## src/rtl/tap_pkg.sv

```systemverilog
package tap_pkg;
  localparam int STW     = 4;
  localparam int BR_LEN  = 7;
  localparam int DR_BASE = 2;
  localparam int IR_BASE = DR_BASE + BR_LEN;
  localparam int NBR     = 2;

  typedef logic [STW-1:0] tap_code_t;

  localparam tap_code_t S_RESET = tap_code_t'(0);
  localparam tap_code_t S_IDLE  = tap_code_t'(1);

  // offsets inside a branch
  localparam int K_SEL = 0;
  localparam int K_CAP = 1;
  localparam int K_SH  = 2;
  localparam int K_EX1 = 3;
  localparam int K_PAU = 4;
  localparam int K_EX2 = 5;
  localparam int K_UPD = 6;

  function automatic tap_code_t branch_code(input int base, input int k);
    return tap_code_t'(base + k);
  endfunction

  function automatic tap_code_t tap_step(input tap_code_t s, input logic t);
    int base;
    int k;
    tap_code_t n;
    n = S_RESET;
    if (s == S_RESET) begin
      n = t ? S_RESET : S_IDLE;
    end else if (s == S_IDLE) begin
      n = t ? branch_code(DR_BASE, K_SEL) : S_IDLE;
    end else begin
      base = (int'(s) >= IR_BASE) ? IR_BASE : DR_BASE;
      k    = int'(s) - base;
      case (k)
        K_SEL:   n = t ? ((base == DR_BASE) ? branch_code(IR_BASE, K_SEL) : S_RESET)
                       : branch_code(base, K_CAP);
        K_CAP:   n = branch_code(base, t ? K_EX1 : K_SH);
        K_SH:    n = branch_code(base, t ? K_EX1 : K_SH);
        K_EX1:   n = branch_code(base, t ? K_UPD : K_PAU);
        K_PAU:   n = branch_code(base, t ? K_EX2 : K_PAU);
        K_EX2:   n = branch_code(base, t ? K_UPD : K_SH);
        default: n = t ? branch_code(DR_BASE, K_SEL) : S_IDLE;
      endcase
    end
    return n;
  endfunction
endpackage

```

## src/rtl/tap_next.sv

```systemverilog
module tap_next
  import tap_pkg::*;
(
  input  tap_code_t cur_i,
  input  logic      tms_i,
  output tap_code_t nxt_o
);
  always_comb nxt_o = tap_step(cur_i, tms_i);
endmodule

```

## src/rtl/tap_state_reg.sv

```systemverilog
module tap_state_reg
  import tap_pkg::*;
(
  input  logic      tck,
  input  logic      trst_n,
  input  tap_code_t nxt_i,
  output tap_code_t cur_o
);
  always_ff @(posedge tck or negedge trst_n) begin
    if (!trst_n) cur_o <= S_RESET;
    else         cur_o <= nxt_i;
  end
endmodule

```

## src/rtl/tap_fall_regs.sv

```systemverilog
module tap_fall_regs #(
  parameter int N = 2
) (
  input  logic         tck,
  input  logic         trst_n,
  input  logic         shift_any_i,
  input  logic [N-1:0] upd_now_i,
  output logic         tdo_en_o,
  output logic [N-1:0] upd_o
);
  always_ff @(negedge tck or negedge trst_n) begin
    if (!trst_n) begin
      tdo_en_o <= 1'b0;
      upd_o    <= '0;
    end else begin
      tdo_en_o <= shift_any_i;
      upd_o    <= upd_now_i;
    end
  end
endmodule

```

## src/rtl/tap_ctrl.sv

```systemverilog
module tap_ctrl
  import tap_pkg::*;
(
  input  logic       tck,
  input  logic       trst_n,
  input  logic       tms,
  output logic [3:0] state_o,
  output logic       test_reset_o,
  output logic       ir_sel_o,
  output logic       cap_dr_o,
  output logic       sh_dr_o,
  output logic       upd_dr_o,
  output logic       cap_ir_o,
  output logic       sh_ir_o,
  output logic       upd_ir_o,
  output logic       tdo_en_o
);
  tap_code_t        cur, nxt;
  logic [NBR-1:0]   cap_v, sh_v, upd_now, upd_q;

  tap_next      u_next (.cur_i(cur), .tms_i(tms), .nxt_o(nxt));
  tap_state_reg u_sreg (.tck(tck), .trst_n(trst_n), .nxt_i(nxt), .cur_o(cur));

  for (genvar b = 0; b < NBR; b++) begin : g_br
    localparam int BASE = DR_BASE + b * BR_LEN;
    assign cap_v[b]   = (cur == branch_code(BASE, K_CAP));
    assign sh_v[b]    = (cur == branch_code(BASE, K_SH));
    assign upd_now[b] = (cur == branch_code(BASE, K_UPD));
  end

  tap_fall_regs #(.N(NBR)) u_fall (
    .tck(tck), .trst_n(trst_n), .shift_any_i(|sh_v),
    .upd_now_i(upd_now), .tdo_en_o(tdo_en_o), .upd_o(upd_q)
  );

  assign state_o      = cur;
  assign test_reset_o = (cur == S_RESET);
  assign ir_sel_o     = (cur >= branch_code(IR_BASE, K_SEL));
  assign cap_dr_o     = cap_v[0];
  assign sh_dr_o      = sh_v[0];
  assign upd_dr_o     = upd_q[0];
  assign cap_ir_o     = cap_v[1];
  assign sh_ir_o      = sh_v[1];
  assign upd_ir_o     = upd_q[1];
endmodule

```

## config.mk

```make
export PLATFORM = sky130hd
export DESIGN_NAME = tap_ctrl
export DESIGN_NICKNAME = d
export VERILOG_FILES = /design/src/rtl/tap_pkg.sv /design/src/rtl/tap_next.sv /design/src/rtl/tap_state_reg.sv /design/src/rtl/tap_fall_regs.sv /design/src/rtl/tap_ctrl.sv
export SDC_FILE = /design/constraint.sdc
export NUM_CORES = 1
export LEC_CHECK = 0
export BUFFER_PORTS_ARGS = -buffer_cell sky130_fd_sc_hd__buf_2
export CAP_MARGIN = 20
export CORE_MARGIN = 8
export CORE_UTILIZATION = 47
export DETAILED_ROUTE_END_ITERATION = 8
export PLACE_DENSITY = 0.73
export SKIP_LAST_GASP = 1
export SLEW_MARGIN = 5
export SYNTH_ARGS = -nofsm -noshare
export SYNTH_HDL_FRONTEND = slang
export SYNTH_SLANG_ARGS = --single-unit
```

## constraint.sdc

```tcl
create_clock -name tck -period 3.5 [get_ports tck]
set_clock_uncertainty 0.05 [all_clocks]
set_input_delay 0.35 -clock tck [delete_from_list [all_inputs] [get_ports tck]]
set_output_delay 0.35 -clock tck [all_outputs]
set_load 0.005 [all_outputs]
```

==> impl_metrics.toml <==
[power]
power_mw = 0.2104
p_leak_nw = 0.4719
ir_worst_vdd_mv = 0.09674
p_per_area_mw_per_mm2 = 219.2

[min_path]
hp-class = "input pin to flip-flop"

[cts]
numClockSinks = 7
clockBufferDepth = 2
clkTransAtPathRegs_ns = 0.05
cts_made_buffers = 3
h-tree-depth = 1
cts_tree = "built"
clkLatencyLatePin_ns = 0.24
cts_root_buffer = "clkbuf_4"

[logic_synthesis]
ys_warn_count = 0
synth_fp_nets = 94
syn_inst = 80
ys_types = 34
syn_avg_cell_area_um2 = 9.447
synth-edff-count = 0
synthArstFlopShare = 1.000
synthFlopType = "dfrtp_1"
netlist_area_um2 = 755.7
yosysSeqAreaShare = 0.2318
ys_ff_latch = 7

[floorplanning]
die_w_um = 56.10
rows = 14
core_mm2 = 0.001506
die_area_mm2 = 0.003147
io-pin-count = 16
initial_core_util = 0.5017
fp.dieH_um = 56.10

[grt]
grt_pass1_wl_um = 2960
grt_pass1_vias = 683
met2_usage = 0.1997
grt_usage = 0.1110
antenna_found_initial = 0
grtUsageMet1 = 0.1177
grt_max_degree = 17
use_met3 = 0.04566
grt-ovfl-total = 0
busiest_layer = "met2"

[setup_path]
worst-path-max-fanout = 2
critPathKind = "flip-flop to flip-flop"
cpMaxStageDelayCell = "fa_1"
start_kind = "flip-flop"
crit_chain = "o31a_1 -> ha_1 -> nor2b_1 -> or3_1 -> fa_1 -> inv_1 -> o211ai_1 -> a21oi_2 -> a21oi_2 -> ha_2 -> inv_1 -> fa_1 -> mux2_2 -> mux2i_1"
crit_path_end_kind = "flip-flop"
required_ns = 3.61
slowest_delay_ns = 0.49
arrival_ns = 3.62

[routing]
vias_per_cell = 5.573
vias = 691
ant_nets = 0
first_pass_iters = 4
post_drt_wl_per_cell_um = 14.30
drc = 0
drt-total-wl_um = 1773
drt_iter0_markers = 15

[place]
port_buffers = 15
dp_hpwl_um = 1470
place_congestion = 0.8105

[timing]
timing.fmax_mhz = 285.4
fin_crit_sh = 1.001
fin_crit_ns = 3.504
grt_setup_unrepaired = "true"
max_slew_margin = 0.6043
hold_violations = 0
slew_viol_final = 0
tightest_slew_ns = 0.5874
setup_viol = 1
fin_ws_ns = -0.004081

[cells_and_area]
seq_area_um2 = 175.2
finalNetCount = 123
final_util = 0.6370
layout_common_cells = "15 x buf_2, 10 x buf_4, 7 x ha_1"
n_fill_cell = 141
diodes = 0
final_common_cell = "buf_2"
layout-drive-gt1-share = 0.3426
syn_to_final_growth_pct = 26.99
multiInputGateArea_um2 = 555.5

[job]
cap_violations = 0

[outcome]
status = "complete, but fails checks"
failed_checks = "negative setup slack"
==> metrics by stage <==
| stage | hold WS (ns) | TNS, ns | worst slack [ns] | instances | area, um^2 |
|---|---|---|---|---|---|
| 2_1_floorplan | 0.004409 | -0.2719 | -0.1786 | 80 | 759.5 |
| 3_3_place_gp | 0.1334 | 0 | 0.05985 | 118 | 907.1 |
| 3_5_place_dp | 0.1382 | -0.01294 | -0.01294 | 118 | 907.1 |
| 4_1_cts | 0.3196 | -0.03067 | -0.03067 | 123 | 943.4 |
| 5_1_grt | 0.3395 | -0.3604 | -0.1659 | 124 | 959.7 |
| 6_report | 0.3341 | -0.004081 | -0.004081 | 124 | 959.7 |
==> power by group <==
part           switching (mW)  internal [mW]  total [mW]
Combinational          0.0304         0.0248      0.0552
Clock                  0.0282         0.0434      0.0716
Sequential           0.000853         0.0828      0.0836
Total                  0.0594          0.151       0.210
==> synth_stat cells (2+ instances only) <==
cell	count	area, um^2
dfrtn_1	3	75.07
ha_1	8	100.1
fa_1	3	60.06
nor4b_1	2	17.52
mux2i_1	3	30.03
nor3_1	4	20.02
xnor2_1	2	17.52
o21ai_0	3	15.01
a21oi_1	4	20.02
nor2b_1	4	25.02
and3_1	2	12.51
nand2_1	4	15.01
inv_1	6	22.52
nor2_1	5	18.77
dfrtp_1	4	100.1
o211ai_1	2	15.01
nand2b_1	4	25.02
==> layer usage <==
layer / share of wire / vias up
li1: - / 347
met1: 0.44 / 330
met2: 0.50 / 14
met3: 0.056 / 0
met4: 0 / 0
met5: 0 / -
==> worst paths after layout <==
| kind | start | end | slack (ns) | depth (start not counted) |
|---|---|---|---|---|
| min in group asynchronous | trst_n | u_sreg.cur_o[0] | 0.42 | 2 |
| max in group asynchronous | trst_n | u_fall.tdo_en_o | 1.17 | 2 |
| worst min register to register | u_sreg.cur_o[0] | u_sreg.cur_o[1] | 0.82 | 4 |
| worst min-delay path | tms | u_sreg.cur_o[0] | 0.33 | 2 |
| worst max register to register | u_sreg.cur_o[1] | u_sreg.cur_o[1] | -0.004 | 14 |
| worst max-delay path | u_sreg.cur_o[1] | u_sreg.cur_o[1] | -0.004 | 14 |
==> cells by family (layout without fill, tap and decap cells) <==
kind of cell	after synthesis	count (layout)	synth area share
buffers and inverters	8	36	0.04966
flip-flops	7	7	0.2318
multiplexers	4	4	0.05464
adder cells (fa/ha/maj)	11	11	0.2119
AO/OA/AOI/OAI	17	17	0.1805
XOR/XNOR	3	3	0.04471
AND/OR/NAND/NOR	30	30	0.2268
==> state kept, by name (all words and copies together) (netlist names) <==
name / flops
u_fall.tdo_en_o: 1
u_fall.upd_o: 2
u_sreg.cur_o: 4
==> area by class of cell <==
class / count / share of cell area
inverter: 6 / 0.02347
clock buffer: 4 / 0.02738
multi-input combinational: 65 / 0.5789
tap: 16 / 0.02086
timing repair buffer: 26 / 0.1669
sequential: 7 / 0.1825
==> what timing repair did <==
item	CTS	global route
gates resized for setup	0	3
endpoints found under the setup margin	1	3
setup buffers	0	1
pin swaps	0	1
hold endpoints to repair	4	0
hold buffers	1	0
cloned	0	0
==> critical path, delay by kind of cell (launching register included) <==
kind | cells | cell delay (ns)
mux | 2 | 0.40
fa+ha+maj | 4 | 1.37
simple gates | 2 | 0.45
buf+inv | 2 | 0.09
compound gates | 4 | 0.68
flops | 1 | 0.38
(Power assumes the default switching activity.)
